**config.mk**
```make
export PLATFORM = sky130hd
export DESIGN_NAME = sio_irq_ctrl
export DESIGN_NICKNAME = d
export VERILOG_FILES = /design/src/rtl/sio_irq_pkg.sv /design/src/rtl/sio_irq_status.sv /design/src/rtl/sio_irq_mask.sv /design/src/rtl/sio_irq_req.sv /design/src/rtl/sio_irq_ctrl.sv
export SDC_FILE = /design/constraint.sdc
export NUM_CORES = 1
export LEC_CHECK = 0
export BUFFER_PORTS_ARGS = -buffer_cell sky130_fd_sc_hd__buf_2
export CELL_PAD_IN_SITES_DETAIL_PLACEMENT = 1
export CELL_PAD_IN_SITES_GLOBAL_PLACEMENT = 1
export CORE_UTILIZATION = 32
export CTS_CLUSTER_SIZE = 40
export DETAILED_ROUTE_END_ITERATION = 8
export PLACE_DENSITY = 0.86
export SLEW_MARGIN = 20
export SYNTH_ARGS = -nofsm -noshare
export SYNTH_HDL_FRONTEND = slang
export SYNTH_SLANG_ARGS = --single-unit
```
**constraint.sdc**
```tcl
create_clock -name clk -period 1.6 [get_ports clk]
set_input_delay 0.08 -clock clk [delete_from_list [all_inputs] [get_ports clk]]
set_output_delay 0.08 -clock clk [all_outputs]
set_load 0.01 [all_outputs]
```
**src/rtl/sio_irq_pkg.sv**
```systemverilog
package sio_irq_pkg;
  localparam int SIO_NSRC     = 8;
  localparam int SIO_TXRDY_A  = 0;
  localparam int SIO_RXRDY_A  = 1;
  localparam int SIO_BRKCHG_A = 2;
  localparam int SIO_CLKRDY   = 3;
  localparam int SIO_TXRDY_B  = 4;
  localparam int SIO_RXRDY_B  = 5;
  localparam int SIO_BRKCHG_B = 6;
  localparam int SIO_INCHG    = 7;
  typedef logic [SIO_NSRC-1:0] sio_vec_t;
endpackage

```
**src/rtl/sio_irq_status.sv**
```systemverilog
module sio_irq_status #(
  parameter int NSRC = 8
) (
  input  logic            clk,
  input  logic            rst,
  input  logic [NSRC-1:0] src_i,
  output logic [NSRC-1:0] status_o
);
  logic [NSRC-1:0] status_q;

  always_ff @(posedge clk) begin
    if (rst) status_q <= '0;
    else     status_q <= src_i;
  end

  assign status_o = status_q;

  AST_STATUS_TRACKS: assert property (@(posedge clk) disable iff (rst)
    1'b1 |=> status_o == $past(src_i));
endmodule

```
**src/rtl/sio_irq_mask.sv**
```systemverilog
module sio_irq_mask #(
  parameter int NSRC     = 8,
  parameter int LOCK_IDX = 3
) (
  input  logic            clk,
  input  logic            rst,
  input  logic            stop_i,
  input  logic            wr_i,
  input  logic [NSRC-1:0] wdata_i,
  output logic [NSRC-1:0] mask_o
);
  logic wr_ok;
  assign wr_ok = wr_i && !stop_i;

  for (genvar b = 0; b < NSRC; b++) begin : g_bit
    if (b == LOCK_IDX) begin : g_locked
      assign mask_o[b] = 1'b0;
    end else begin : g_open
      logic en_q;
      always_ff @(posedge clk) begin
        if (rst)        en_q <= 1'b0;
        else if (wr_ok) en_q <= wdata_i[b];
      end
      assign mask_o[b] = en_q;
    end
  end

  AST_STOPPED_HOLD: assert property (@(posedge clk) disable iff (rst)
    (wr_i && stop_i) |=> $stable(mask_o));
  AST_WRITE_LOADS: assert property (@(posedge clk) disable iff (rst)
    (wr_i && !stop_i) |=> ((mask_o | (NSRC'(1) << LOCK_IDX)) ==
                           ($past(wdata_i) | (NSRC'(1) << LOCK_IDX))));
endmodule

```
**src/rtl/sio_irq_req.sv**
```systemverilog
module sio_irq_req #(
  parameter int NSRC = 8
) (
  input  logic            clk,
  input  logic            rst,
  input  logic [NSRC-1:0] status_i,
  input  logic [NSRC-1:0] mask_i,
  output logic            irq_o
);
  logic irq_q;

  always_ff @(posedge clk) begin
    if (rst) irq_q <= 1'b0;
    else     irq_q <= |(status_i & mask_i);
  end

  assign irq_o = irq_q;

  AST_IRQ_HAS_SOURCE: assert property (@(posedge clk) disable iff (rst)
    irq_o |-> $past(status_i != '0));
endmodule

```
**src/rtl/sio_irq_ctrl.sv**
```systemverilog
module sio_irq_ctrl
  import sio_irq_pkg::*;
#(
  parameter int NSRC     = SIO_NSRC,
  parameter int LOCK_IDX = SIO_CLKRDY
) (
  input  logic            clk,
  input  logic            rst,
  input  logic [NSRC-1:0] src_i,
  input  logic            stop_i,
  input  logic            mask_wr_i,
  input  logic [NSRC-1:0] mask_wdata_i,
  output logic [NSRC-1:0] status_o,
  output logic            irq_o
);
  localparam logic [NSRC-1:0] LOCK_ONLY = NSRC'(1) << LOCK_IDX;

  logic [NSRC-1:0] status_w;
  logic [NSRC-1:0] mask_w;

  sio_irq_status #(.NSRC(NSRC)) u_status (
    .clk      (clk),
    .rst      (rst),
    .src_i    (src_i),
    .status_o (status_w)
  );

  sio_irq_mask #(.NSRC(NSRC), .LOCK_IDX(LOCK_IDX)) u_mask (
    .clk     (clk),
    .rst     (rst),
    .stop_i  (stop_i),
    .wr_i    (mask_wr_i),
    .wdata_i (mask_wdata_i),
    .mask_o  (mask_w)
  );

  sio_irq_req #(.NSRC(NSRC)) u_req (
    .clk      (clk),
    .rst      (rst),
    .status_i (status_w),
    .mask_i   (mask_w),
    .irq_o    (irq_o)
  );

  assign status_o = status_w;

  AST_RESET_CLEARS: assert property (@(posedge clk)
    rst |=> (status_o == '0 && !irq_o));
  AST_CLKRDY_SILENT: assert property (@(posedge clk) disable iff (rst)
    (status_o == LOCK_ONLY) |=> !irq_o);
endmodule

```
Word level (Yosys, flattened, before mapping)

Cells that the tools add are included.

Register bits: 16
Bits in latches: 0
RAM bits: 0
ROM bits: 0
Bits of input ports: 20
Output and inout port bits: 9
Word-level logic and storage cells: 13
Memories: 0

Add/sub/neg operators: 0
$mul: 0
Divide/modulo/power cells: 0
Magnitude comparators: 0
Equal/unequal tests: 0
Shifts and indexed selects: 0
Multiplexer cells: 0
Bitwise logic cells: 1
Reductions and logical operators: 3

Operators with widths:

| kind              | count |
|---|---|
| $and 8x8->8       | 1 |
| $reduce_or 8->1   | 1 |
| $logic_and 1x1->1 | 1 |
| $logic_not 1->1   | 1 |

Depth between registers and ports, before layout

Depth in word-level cells: 2
Mapped depth: 4

Cells and area by module

Synthesis repeated with hierarchy kept, for this count alone.

Cells, all modules: 61
Area total of the unflattened synthesis: 671.9 um^2

By module, submodules not included:

| module         | times used | cells each | area each (um^2) | seq. area each (um^2) |
|---|---|---|---|---|
| sio_irq_mask   | 1          | 39         | 402.9            | 140.1 |
| sio_irq_status | 1          | 16         | 210.2            | 160.2 |
| sio_irq_req    | 1          | 6          | 58.8             | 20.0 |

Worst setup path before layout

No wires, ideal clock.

Path type: register to register
Start: register u_status.status_q[5], in the netlist u_status.status_o[5]
End: register u_req.irq_q, in the netlist u_req.irq_o
Library setup time: 0.131 ns
Arrival time: 0.742 ns
Slack: 0.726 ns
Stages on the path, launching flop included: 3
Buffers on the path: 0
Clock period less this slack: 0.874 ns
Cell sequence: dfxtp_1 -> a222oi_1 -> a31oi_1

Word-level cells in the longest chain between the ends: 2

Ends and longest elaborated chain:

| item                   | line                 | text |
|---|---|---|
| start, declared        | sio_irq_status.sv:9  | `logic [NSRC-1:0] status_q;` |
| start signal, assigned | sio_irq_status.sv:13 | `else status_q <= src_i;` |
| $and 8x8->8            | sio_irq_req.sv:14    | `else irq_q <= \|(status_i & mask_i);` |
| $reduce_or 8->1        | sio_irq_req.sv:14    |  |
| end signal, assigned   | sio_irq_req.sv:14    |  |
| end, declared          | sio_irq_req.sv:10    | `logic irq_q;` |

Every way passes these cells.
A chain may end at the register's enable or synchronous reset.

Final worst setup path

Same ends and word-level chain as after synthesis.

==> flow_summary_export.csv <==
group,metric,value,unit
clock_tree,root_buffer,"clkbuf_4",
floorplanning,core_area,0.00152,sq mm
finish,syn2layout_area_growth,36.3,%
floorplanning,fp.dieArea,0.00182,sq mm
place,hpwl,815,microns
run_status,outcome,"completed",
power,p_leak,0.000339,uW
finish,fin_util,47.2,%
detailed_routing,vias,425,
floorplanning,row_count,14,
detailed_routing,wirelength,1150,microns
detailed_routing,dr.pass1.iters,4,
yosys,yosysSeqAreaShare,60.7,%
clock_tree,cts_tree,"built",
yosys,synth_enable_flop_cells,0,
global_route,grt_max_degree,17,
clock_tree,htreeDepth,1,
finish,fillers,180,
timing,fin_skew,3.34,ps
power,vdd_ir_drop_max,0.000464,V
clock_tree,cts-resized-gates,0,
yosys,netlist_top_cells_count,"16 x dfxtp_1, 8 x nor2b_1, 7 x mux2i_1, 7 x nor2_1, 2 x a22oi_1",
timing,fin_crit_sh,59.8,%
critical_path,crit_required,1760,ps
timing,finalHoldViolCount,0,
floorplanning,initial_core_util,34.6,%
critical_path,r2r_start,"u_status.status_o[5]",
clock_tree,post_cts_buffers,0,
timing,rsz0062_at_grt,"no",
clock_tree,cts.path.max_buffers,2,
finish,layout.cells.non_filler,92,
timing,setup_viol,0,
critical_path,critPathCaptureType,"flop",
detailed_routing,drc,0,
timing,slew_headroom,77.4,%
critical_path,worstPathArrival,1110,ps
yosys,ys_types,10,
yosys,synth_flop_cell,"dfxtp_1",
yosys,yosysTopAreaCellShare,60.7,%
detailed_routing,routed_via_density,4.62,
global_route,grt_first_pass_wirelength,1900,microns
place,port_buffers,27,
global_route,track_usage,14.6,%
clock_tree,clock_insertion_delay_worst_skew,280,ps
detailed_routing,drtIter0Drc,12,
critical_path,path_buf_inv,0,
yosys,synthCells,45,
finish,diodes,0,
hold_path,hold_start,"src_i[3]",
clock_tree,cts_sinks,16,
place,gp_congestion,0.705,
floorplanning,io_pins,29,
global_route,globalRoute.totalOverflow,0,
critical_path,crit_chain,"a222oi_1 > a31oi_1",
yosys,synthArstFlopShare,0,%
hold_path,hp-class,"input pin to flop",
yosys,ys_seq_elements,16,
clock_tree,clk_pin_slew,80,ps
timing,drv_slew,0,
yosys,avgSynthCellArea,11.7,sq um
critical_path,cpPeakStageDelay,380,ps
job,cap_violations,0,
finish,nets,98,
timing,final.setup.tns,0,ps
critical_path,slowest_stage,"a222oi_1",
floorplanning,die_y,42.6,microns
place,placedInstanceArea,667,sq um
yosys,syn-num-nets,65,
finish,design_area,719,sq um
detailed_routing,wl_per_cell,12.5,microns
yosys,yosys.area.top_type,"dfxtp_1",
detailed_routing,final_antenna_net_count,0,
global_route,grt_pass1_vias,456,
finish,ff_latch_area,320,sq um
power,pwr_density_cell,989,mW/mm^2
clock_tree,postCtsHoldBufs,3,
critical_path,crit_family,"compound AO/OA/AOI/OAI gates",
yosys,ys_warn_count,0,
critical_path,startpoint,"u_status.status_o[5]",
finish,multi_input_area,191,sq um
timing,post-route-min-period,956,ps
floorplanning,die_w,42.6,microns
place,dpl.cell_count,86,
critical_path,worst-setup-path-type,"flop to flop",
timing,tightestPinTransition,339,ps
yosys,synth_most_common_cell,"dfxtp_1",
timing,fmax,1.05,GHz
finish,drive_gt1_share,40.8,%
critical_path,start_kind,"flop",
yosys,syn-cell-area,528,sq um
clock_tree,numCtsBuffers,3,
critical_path,worstPathMaxFanout,2,
global_route,antenna_found_initial,0,
yosys,netlist_top_cells_area,"dfxtp_1 61%, mux2i_1 13%, nor2b_1 9.5%",
## placed cells by master, fill, tap and decap left out, drive strengths merged
cell / n
nor2b: 9
mux2i: 7
dlygate4sd3: 3
clkbuf: 3
buf: 27
a31oi: 1
dfxtp: 16
nor2: 7
a222oi: 1
a22oi: 2
## final cells by class
| class | instances | share of cell area [%] |
|---|---|---|
| multi-input combinational | 27 | 26.6 |
| timing repair buffer | 30 | 23.0 |
| clock buffer | 3 | 3.13 |
| sequential | 16 | 44.5 |
| tap | 16 | 2.78 |
## sequential cells by signal, indices dropped and copies added (netlist names)
| name | flops |
|---|---|
| u_status.status_o | 8 |
| u_mask.g_bit.g_open.en_q | 7 |
| u_req.irq_o | 1 |
## worst paths after layout
check	to	slack (ps)	cells after the start
setup / recovery	u_req.irq_o	640	2
hold reg to reg	u_mask.g_bit[5].g_open.en_q	510	2
hold / removal	u_status.status_o[3]	10	2
setup reg to reg	u_req.irq_o	640	2
## logic make-up after synthesis
logic type	share of synthesized area, %
and+or+nand+nor	17.1
DFF	60.7
buffers and inverters	3.08
AOI/OAI and AO/OA	5.92
muxes	13.3
## report_power, final
group	switching [uW]	total, uW	internal, uW
logic	35.5	82.1	46.6
registers	9.88	429	419
clock network	114	201	87.2
total	159	712	553
## metal layers
layer | up-vias | part of all wire (%) | global-route usage, %
met5 | - | 0 | 0
met4 | 0 | 1.5 | 13.1
met3 | 2 | 3.7 | 1.72
met2 | 16 | 54 | 25.8
met1 | 194 | 40 | 14.7
li1 | 213 | - | -
## stage by stage
step | total power, uW | setup slack (ps) | hold slack, ps
CTS | 726 | 638 | 7.59
finish | 712 | 644 | 10.4
global route | 752 | 556 | 29.6
detailed placement | 515 | 652 | 294
floorplan | 477 | 726 | 152
global placement | 512 | 702 | 288
Power figures use the tool's default switching activity.
